--- config.mk ---
export PLATFORM = sky130hd
export DESIGN_NAME = tso_mem_subsys
export DESIGN_NICKNAME = d
export VERILOG_FILES = /design/src/rtl/tso_pkg.sv /design/src/rtl/tso_store_buffer.sv /design/src/rtl/tso_drain_arb.sv /design/src/rtl/tso_port_ctrl.sv /design/src/rtl/tso_mem_subsys.sv
export SDC_FILE = /design/constraint.sdc
export NUM_CORES = 2
export LEC_CHECK = 0
export CAP_MARGIN = 5
export CORE_UTILIZATION = 30
export DETAILED_ROUTE_END_ITERATION = 16
export SYNTH_ARGS = -nofsm -noshare
export SYNTH_HDL_FRONTEND = slang
export SYNTH_SLANG_ARGS = --single-unit
--- constraint.sdc ---
create_clock -name clk -period 4.7 [get_ports clk]
set_input_delay 0.94 -clock clk [delete_from_list [all_inputs] [get_ports clk]]
set_output_delay 0.94 -clock clk [all_outputs]
set_load 0.005 [all_outputs]
--- src/rtl/tso_pkg.sv ---
package tso_pkg;

    typedef enum logic [2:0] {
        OP_LOAD   = 3'd0,
        OP_STORE  = 3'd1,
        OP_MFENCE = 3'd2,
        OP_LFENCE = 3'd3,
        OP_SFENCE = 3'd4,
        OP_LOCK   = 3'd5,
        OP_UNLOCK = 3'd6
    } op_e;

    typedef enum logic {
        PS_IDLE,
        PS_RESP
    } port_state_e;

    typedef enum logic [1:0] {
        LK_FREE,
        LK_HELD0,
        LK_HELD1
    } lock_state_e;

endpackage

--- src/rtl/tso_store_buffer.sv ---
module tso_store_buffer #(
    parameter int DEPTH = 4,
    parameter int AW    = 32,
    parameter int IW    = 4,
    parameter int DW    = 32,
    parameter int HOLD  = 12
) (
    input  logic                         clk,
    input  logic                         rst_n,
    input  logic                         push,
    input  logic [AW-1:0]                push_addr,
    input  logic [DW-1:0]                push_data,
    input  logic                         pop,
    input  logic [AW-1:0]                look_addr,
    output logic                         full,
    output logic                         empty,
    output logic [IW-1:0]                head_idx,
    output logic [DW-1:0]                head_data,
    output logic                         head_ripe,
    output logic                         look_hit,
    output logic [DW-1:0]                look_data,
    output logic [$clog2(DEPTH+1)-1:0]   count
);

    localparam int PW  = (DEPTH > 1) ? $clog2(DEPTH) : 1;
    localparam int CW  = $clog2(DEPTH + 1);
    localparam int AGW = $clog2(HOLD + 1);

    logic [AW-1:0]  addr_q [DEPTH];
    logic [DW-1:0]  data_q [DEPTH];
    logic [PW-1:0]  wr_ptr_q;
    logic [PW-1:0]  rd_ptr_q;
    logic [CW-1:0]  cnt_q;
    logic [AGW-1:0] age_q;

    function automatic logic [PW-1:0] bump(input logic [PW-1:0] ptr);
        if (ptr == PW'(DEPTH - 1)) begin
            return '0;
        end
        return ptr + 1'b1;
    endfunction

    always_ff @(posedge clk) begin
        if (push) begin
            addr_q[wr_ptr_q] <= push_addr;
            data_q[wr_ptr_q] <= push_data;
        end
    end

    always_ff @(posedge clk) begin
        if (!rst_n) begin
            wr_ptr_q <= '0;
            rd_ptr_q <= '0;
            cnt_q    <= '0;
            age_q    <= '0;
        end else begin
            if (push) begin
                wr_ptr_q <= bump(wr_ptr_q);
            end
            if (pop) begin
                rd_ptr_q <= bump(rd_ptr_q);
            end
            cnt_q <= cnt_q + CW'(push) - CW'(pop);
            // the head entry ages while it waits; a new head starts again at zero
            if (pop || (cnt_q == '0)) begin
                age_q <= '0;
            end else if (age_q != AGW'(HOLD)) begin
                age_q <= age_q + 1'b1;
            end
        end
    end

    // oldest to newest, the last match wins: newest-entry forwarding
    always_comb begin
        look_hit  = 1'b0;
        look_data = '0;
        for (int k = 0; k < DEPTH; k++) begin
            int s;
            s = int'(rd_ptr_q) + k;
            if (s >= DEPTH) begin
                s = s - DEPTH;
            end
            if ((k < int'(cnt_q)) && (addr_q[PW'(s)] == look_addr)) begin
                look_hit  = 1'b1;
                look_data = data_q[PW'(s)];
            end
        end
    end

    logic [AW-1:0] head_addr;
    assign head_addr = addr_q[rd_ptr_q];
    assign head_idx  = head_addr[IW-1:0];
    assign head_data = data_q[rd_ptr_q];
    assign full      = (cnt_q == CW'(DEPTH));
    assign empty     = (cnt_q == '0);
    assign head_ripe = !empty && (age_q == AGW'(HOLD));
    assign count     = cnt_q;

endmodule

--- src/rtl/tso_drain_arb.sv ---
module tso_drain_arb #(
    parameter int NPORT = 2
) (
    input  logic             clk,
    input  logic             rst_n,
    input  logic [NPORT-1:0] eligible,
    output logic [NPORT-1:0] grant
);

    localparam int PIW = (NPORT > 1) ? $clog2(NPORT) : 1;

    logic [PIW-1:0] last_q;
    logic [PIW-1:0] win_idx;

    // search starts just after the last winner, so ports alternate
    always_comb begin
        logic found;
        found   = 1'b0;
        grant   = '0;
        win_idx = last_q;
        for (int off = 1; off <= NPORT; off++) begin
            int c;
            c = int'(last_q) + off;
            if (c >= NPORT) begin
                c = c - NPORT;
            end
            if (!found && eligible[PIW'(c)]) begin
                found            = 1'b1;
                grant[PIW'(c)]   = 1'b1;
                win_idx          = PIW'(c);
            end
        end
    end

    always_ff @(posedge clk) begin
        if (!rst_n) begin
            last_q <= PIW'(NPORT - 1);
        end else if (|grant) begin
            last_q <= win_idx;
        end
    end

endmodule

--- src/rtl/tso_port_ctrl.sv ---
module tso_port_ctrl
    import tso_pkg::*;
#(
    parameter int DW = 32
) (
    input  logic          clk,
    input  logic          rst_n,
    input  logic          req_valid,
    input  logic [2:0]    req_op,
    input  logic          buf_full,
    input  logic          buf_empty,
    input  logic          fwd_hit,
    input  logic [DW-1:0] fwd_data,
    input  logic [DW-1:0] mem_rdata,
    input  logic          blocked,
    input  logic          lock_avail,
    input  logic          lock_mine,
    output logic          req_ready,
    output logic          accept,
    output logic          buf_push,
    output logic          take_lock,
    output logic          drop_lock,
    output logic          rsp_done,
    output logic [DW-1:0] rsp_rdata
);

    port_state_e state_q;
    port_state_e state_d;
    logic [DW-1:0] rdata_q;
    op_e op;

    assign op = op_e'(req_op);

    // acceptance rule per opcode, only while idle
    always_comb begin
        req_ready = 1'b0;
        if (state_q == PS_IDLE) begin
            unique case (op)
                OP_LOAD:   req_ready = !blocked;
                OP_STORE:  req_ready = !buf_full;
                OP_MFENCE: req_ready = buf_empty;
                OP_LFENCE: req_ready = 1'b1;
                OP_SFENCE: req_ready = 1'b1;
                OP_LOCK:   req_ready = lock_avail && buf_empty;
                OP_UNLOCK: req_ready = lock_mine && buf_empty;
                default:   req_ready = 1'b0;
            endcase
        end
    end

    assign accept    = req_valid && req_ready;
    assign buf_push  = accept && (op == OP_STORE);
    assign take_lock = accept && (op == OP_LOCK);
    assign drop_lock = accept && (op == OP_UNLOCK);

    always_comb begin
        state_d = state_q;
        unique case (state_q)
            PS_IDLE: if (accept) state_d = PS_RESP;
            PS_RESP: state_d = PS_IDLE;
            default: state_d = PS_IDLE;
        endcase
    end

    always_ff @(posedge clk) begin
        if (!rst_n) begin
            state_q <= PS_IDLE;
            rdata_q <= '0;
        end else begin
            state_q <= state_d;
            if (accept) begin
                if (op == OP_LOAD) begin
                    rdata_q <= fwd_hit ? fwd_data : mem_rdata;
                end else begin
                    rdata_q <= '0;
                end
            end
        end
    end

    always_comb begin
        rsp_done  = (state_q == PS_RESP);
        rsp_rdata = rdata_q;
    end

endmodule

--- src/rtl/tso_mem_subsys.sv ---
module tso_mem_subsys
    import tso_pkg::*;
#(
    parameter int DEPTH     = 4,
    parameter int AW        = 32,
    parameter int DW        = 32,
    parameter int RAM_WORDS = 16,
    parameter int HOLD      = 12
) (
    input  logic          clk,
    input  logic          rst_n,
    input  logic          p0_req_valid,
    output logic          p0_req_ready,
    input  logic [2:0]    p0_req_op,
    input  logic [AW-1:0] p0_req_addr,
    input  logic [DW-1:0] p0_req_wdata,
    output logic          p0_rsp_done,
    output logic [DW-1:0] p0_rsp_rdata,
    input  logic          p1_req_valid,
    output logic          p1_req_ready,
    input  logic [2:0]    p1_req_op,
    input  logic [AW-1:0] p1_req_addr,
    input  logic [DW-1:0] p1_req_wdata,
    output logic          p1_rsp_done,
    output logic [DW-1:0] p1_rsp_rdata
);

    localparam int NPORT = 2;
    localparam int IW    = $clog2(RAM_WORDS);
    localparam int CW    = $clog2(DEPTH + 1);

    logic [NPORT-1:0] req_valid;
    logic [2:0]       req_op    [NPORT];
    logic [AW-1:0]    req_addr  [NPORT];
    logic [DW-1:0]    req_wdata [NPORT];

    logic [NPORT-1:0] ready_v, accept, buf_push, take_lock, drop_lock, done_v;
    logic [NPORT-1:0] buf_full, buf_empty, head_ripe, fwd_hit;
    logic [NPORT-1:0] blocked, lock_mine, lock_avail, eligible, grant;
    logic [DW-1:0]    rdata_v   [NPORT];
    logic [DW-1:0]    fwd_data  [NPORT];
    logic [DW-1:0]    mem_rdata [NPORT];
    logic [IW-1:0]    head_idx  [NPORT];
    logic [DW-1:0]    head_data [NPORT];
    logic [CW-1:0]    buf_count [NPORT];

    logic [DW-1:0] ram_q [RAM_WORDS];
    lock_state_e   lk_q;
    lock_state_e   lk_d;
    logic          p0_lock_req;

    assign req_valid[0] = p0_req_valid;
    assign req_valid[1] = p1_req_valid;
    assign req_op[0]    = p0_req_op;
    assign req_op[1]    = p1_req_op;
    assign req_addr[0]  = p0_req_addr;
    assign req_addr[1]  = p1_req_addr;
    assign req_wdata[0] = p0_req_wdata;
    assign req_wdata[1] = p1_req_wdata;

    assign p0_req_ready = ready_v[0];
    assign p1_req_ready = ready_v[1];
    assign p0_rsp_done  = done_v[0];
    assign p1_rsp_done  = done_v[1];
    assign p0_rsp_rdata = rdata_v[0];
    assign p1_rsp_rdata = rdata_v[1];

    // lock ownership view per port; port 0 wins a same-cycle acquire
    assign p0_lock_req = req_valid[0] && (req_op[0] == OP_LOCK);

    always_comb begin
        blocked[0]    = (lk_q == LK_HELD1);
        blocked[1]    = (lk_q == LK_HELD0);
        lock_mine[0]  = (lk_q == LK_HELD0);
        lock_mine[1]  = (lk_q == LK_HELD1);
        lock_avail[0] = (lk_q == LK_FREE);
        lock_avail[1] = (lk_q == LK_FREE) && !p0_lock_req;
    end

    generate
        for (genvar p = 0; p < NPORT; p++) begin : g_port
            tso_store_buffer #(
                .DEPTH (DEPTH),
                .AW    (AW),
                .IW    (IW),
                .DW    (DW),
                .HOLD  (HOLD)
            ) u_buf (
                .clk       (clk),
                .rst_n     (rst_n),
                .push      (buf_push[p]),
                .push_addr (req_addr[p]),
                .push_data (req_wdata[p]),
                .pop       (grant[p]),
                .look_addr (req_addr[p]),
                .full      (buf_full[p]),
                .empty     (buf_empty[p]),
                .head_idx  (head_idx[p]),
                .head_data (head_data[p]),
                .head_ripe (head_ripe[p]),
                .look_hit  (fwd_hit[p]),
                .look_data (fwd_data[p]),
                .count     (buf_count[p])
            );

            assign mem_rdata[p] = ram_q[req_addr[p][IW-1:0]];
            assign eligible[p]  = head_ripe[p] && !blocked[p];

            tso_port_ctrl #(
                .DW (DW)
            ) u_ctrl (
                .clk        (clk),
                .rst_n      (rst_n),
                .req_valid  (req_valid[p]),
                .req_op     (req_op[p]),
                .buf_full   (buf_full[p]),
                .buf_empty  (buf_empty[p]),
                .fwd_hit    (fwd_hit[p]),
                .fwd_data   (fwd_data[p]),
                .mem_rdata  (mem_rdata[p]),
                .blocked    (blocked[p]),
                .lock_avail (lock_avail[p]),
                .lock_mine  (lock_mine[p]),
                .req_ready  (ready_v[p]),
                .accept     (accept[p]),
                .buf_push   (buf_push[p]),
                .take_lock  (take_lock[p]),
                .drop_lock  (drop_lock[p]),
                .rsp_done   (done_v[p]),
                .rsp_rdata  (rdata_v[p])
            );
        end
    endgenerate

    tso_drain_arb #(
        .NPORT (NPORT)
    ) u_arb (
        .clk      (clk),
        .rst_n    (rst_n),
        .eligible (eligible),
        .grant    (grant)
    );

    // shared RAM: one drained store per cycle
    always_ff @(posedge clk) begin
        if (!rst_n) begin
            for (int w = 0; w < RAM_WORDS; w++) begin
                ram_q[w] <= '0;
            end
        end else begin
            for (int p = 0; p < NPORT; p++) begin
                if (grant[p]) begin
                    ram_q[head_idx[p]] <= head_data[p];
                end
            end
        end
    end

    always_comb begin
        lk_d = lk_q;
        unique case (lk_q)
            LK_FREE: begin
                if (take_lock[0]) begin
                    lk_d = LK_HELD0;
                end else if (take_lock[1]) begin
                    lk_d = LK_HELD1;
                end
            end
            LK_HELD0: if (drop_lock[0]) lk_d = LK_FREE;
            LK_HELD1: if (drop_lock[1]) lk_d = LK_FREE;
            default:  lk_d = LK_FREE;
        endcase
    end

    always_ff @(posedge clk) begin
        if (!rst_n) begin
            lk_q <= LK_FREE;
        end else begin
            lk_q <= lk_d;
        end
    end

endmodule

==> run metrics <==
pin count of the biggest net entering global routing 129; CTS tree yes; crit-path max FO 44; worst rel slew slack 0.2318; CP Capture Type register; Max Fclk 222.8 MHz; CP max-delay cell a2111oi_0; HPWL reported at the end of detailed placement between 100 and 150 mm; first-pass GRT wire length 254.2 mm; Core Util, Final 0.3575; Crit path depth 10; fin crit share 0.9552; Synth Cell Area 56460 sq um; Setup crit end g_port[0].u_ctrl.rsp_rdata[24]; Buf/Inv on CP 2; Netlist cell types 72; port bufs 205; outcome finished, final reports clean; DR vias 36170; syn_area_per_cell 14.81 sq um; cell area power density ~340 nW/um^2; worst hold path depth 1; clk slew on worst S/H paths 60 ps; worst hold path type input pin to register; DRT antenna net count 0; setup TNS 0 ps; placer's final routability congestion estimate roughly 0.87; Die W 435.8 microns; Core ar. 186200 sq um; Max stage delay on crit path 790 ps; die area ~190000 sq um; post-synth net total ~4000; worst path cell trace ha_4 > buf_4 > mux2_2 > a2111oi_0 > nand3_1 > or4_2 > buf_4 > o31ai_4 > a21oi_1 > o21ai_1; total track usage 0.1823; Clock Path Buffers 3; # nets final 4176; ranking of synthesized cells by area edfxtp_1, mux4_2, nor2_1; CP Class register to register; CTS Sinks 1111; final setup violation count 0; yosys warns 0; RSZ-0062 raised after global routing false; I/O pins 206; worst r2r src g_port[0].u_buf.rd_ptr_q[0]; Worst R2R End g_port[0].u_ctrl.rsp_rdata[24]; Req. time, crit path around 5400 ps; CP most frequent cell buf_4; Main synth FF type edfxtp_1; Hold Violations, Final 0; placed cell count 6364; worst-margin pin slew 1152 ps; crit path DAT 5170 ps; CP delay by family, top compound AO/OA/AOI/OAI gates; share of the synthesized area in the top cell type 0.5446; Gate Count Post-Synth approximately 3800; most numerous cell in the Yosys netlist edfxtp_1; Peak supply drop 0.0002625 V; root buf cell clkbuf_16; layout cells sized above 1 0.2437; die extent in y about 440 microns; LEAKAGE 0.02131 uW; r2r setup slk 210 ps; Final Skew 37.95 ps; Overflow after GRT 0; vias per cell 5.472; # Post-CTS Setup Buffers 0; later-pin clock latency in the skew report 780 ps; dpl cell area 62340 sq um; Resize count post-CTS 0; post-route cell area 66580 sq um; top cell type by total area after synthesis edfxtp_1; Critical path origin g_port[0].u_buf.rd_ptr_q[0]; Reg2Reg Depth 10; DRC violations left 0; Area growth syn-to-layout 17.93%; Yosys reg bits 1111; CTS HTree Levels 4; register area share after synthesis 0.5755; Hold-fix buffers, CTS 0; vias in the first global route 35830; final std cells w/o fill 6609; Post-synth EDFFs just over 1000; Max Cap Viol 0; Min Hold Slack between 400 and 500 ps; WL/cell 26.64 microns; CP startpoint kind register; share of synthesized registers carrying an async set or reset 0; Tmin final between 4000 and 5000 ps; First-pass DRT Iterations 7; Total Wirelength 176.1 mm; most instantiated cells after synthesis edfxtp_1, nor2_1, mux4_2; Iter 0 DRT Violations 3958; final slew viol count 0; Rows between 150 and 200; initial antenna violation count 19; initial cell density of the core 0.3032; CTS buffer count 132
[how the worst min path moves through the flow]
stage / end / startpoint / slack, ps
finish: g_port[0].u_buf.addr_q[2][1] / p0_req_addr[1] / 430
global route: g_port[0].u_buf.addr_q[0][1] / p0_req_addr[1] / 400
CTS: g_port[0].u_buf.addr_q[2][1] / p0_req_addr[1] / 370
detailed placement: g_port[0].u_ctrl.rsp_rdata[6] / g_port[0].u_ctrl.rsp_rdata[6] / 450
global placement: g_port[0].u_ctrl.rsp_rdata[7] / g_port[0].u_ctrl.rsp_rdata[7] / 440
floorplan: u_arb.last_q / u_arb.last_q / 440
[per-stage QoR]
| step | setup WS [ps] | power, uW |
|---|---|---|
| after floorplan | 83.82 | 12070 |
| after global placement | 156.9 | 12830 |
| after detailed placement | 165.4 | 12850 |
| final | 210.7 | 22680 |
| after global routing | 33.07 | 23310 |
| after CTS | 185.2 | 22870 |
[registers in the layout, summed over array words and instances (netlist names), named ones only]
| signal | count |
|---|---|
| g_port.u_buf.data_q | 256 |
| g_port.u_buf.rd_ptr_q | 2 |
| g_port.u_buf.wr_ptr_q | 4 |
| ram_q | 512 |
| lk_q | 2 |
| g_port.u_buf.addr_q | 256 |
| g_port.u_ctrl.rsp_rdata | 64 |
| g_port.u_buf.count | 6 |
| g_port.u_ctrl.rsp_done | 2 |
| g_port.u_buf.age_q | 4 |
| u_arb.last_q | 1 |
[cells by family (layout without fill, tap and decap cells)]
kind of cell               Yosys count  after routing  share of synthesized area
DFF                               1111           1111                     0.5755
and+or+nand+nor                    988            988                    0.07827
xor gates and xnor gates           243            243                    0.03770
AOI/OAI and AO/OA                  415            415                    0.05281
muxes                              662            662                     0.2234
other                                0              5                          0
buffers and inverters              373            685                    0.02779
adders and majority gates           20             20                   0.004565
[layer usage]
| layer | vias up | track usage | part of all wire |
|---|---|---|---|
| li1 | 15380 | - | - |
| met2 | 1759 | 0.2839 | 0.46 |
| met1 | 18690 | 0.2455 | 0.41 |
| met4 | 24 | 0.06038 | 0.031 |
| met5 | - | 0.005292 | 0.0016 |
| met3 | 308 | 0.04839 | 0.095 |
[layout make-up]
type / count / area, sq um
Clock inverter: 73 / 694.4
Inverter: 47 / 176.4
Clock buffer: 167 / 3537
Multi-Input combinational cell: 2328 / 22520
Tap cell: 2480 / 3103
Antenna cell: 5 / 12.51
Sequential cell: 1111 / 32510
Fill cell: 17600 / 119600
Timing Repair Buffer: 398 / 4034
[power by group]
group / total [uW] / internal, uW / switching (uW)
clock network: 10000 / 5690 / 4340
registers: 11100 / 11000 / 96.8
logic: 1600 / 701 / 897
total: 22700 / 17300 / 5340
[placed cells by master, fill, tap and decap left out, types with 43 or more instances in the layout]
cell,Yosys,final
inv_1,44,44
o21ai_1,66,66
buf_12,0,43
mux4_2,473,473
o21ai_0,62,62
nor2_1,554,553
xor2_1,128,128
nand2_1,169,153
mux2i_1,135,135
xnor2_1,115,115
mux2_2,54,54
clkbuf_16,0,134
dfxtp_1,87,83
edfxtp_1,1024,1024
clkdlybuf4s50_1,0,197
buf_4,16,151
a21oi_1,78,77
(Power assumes the default switching activity.)
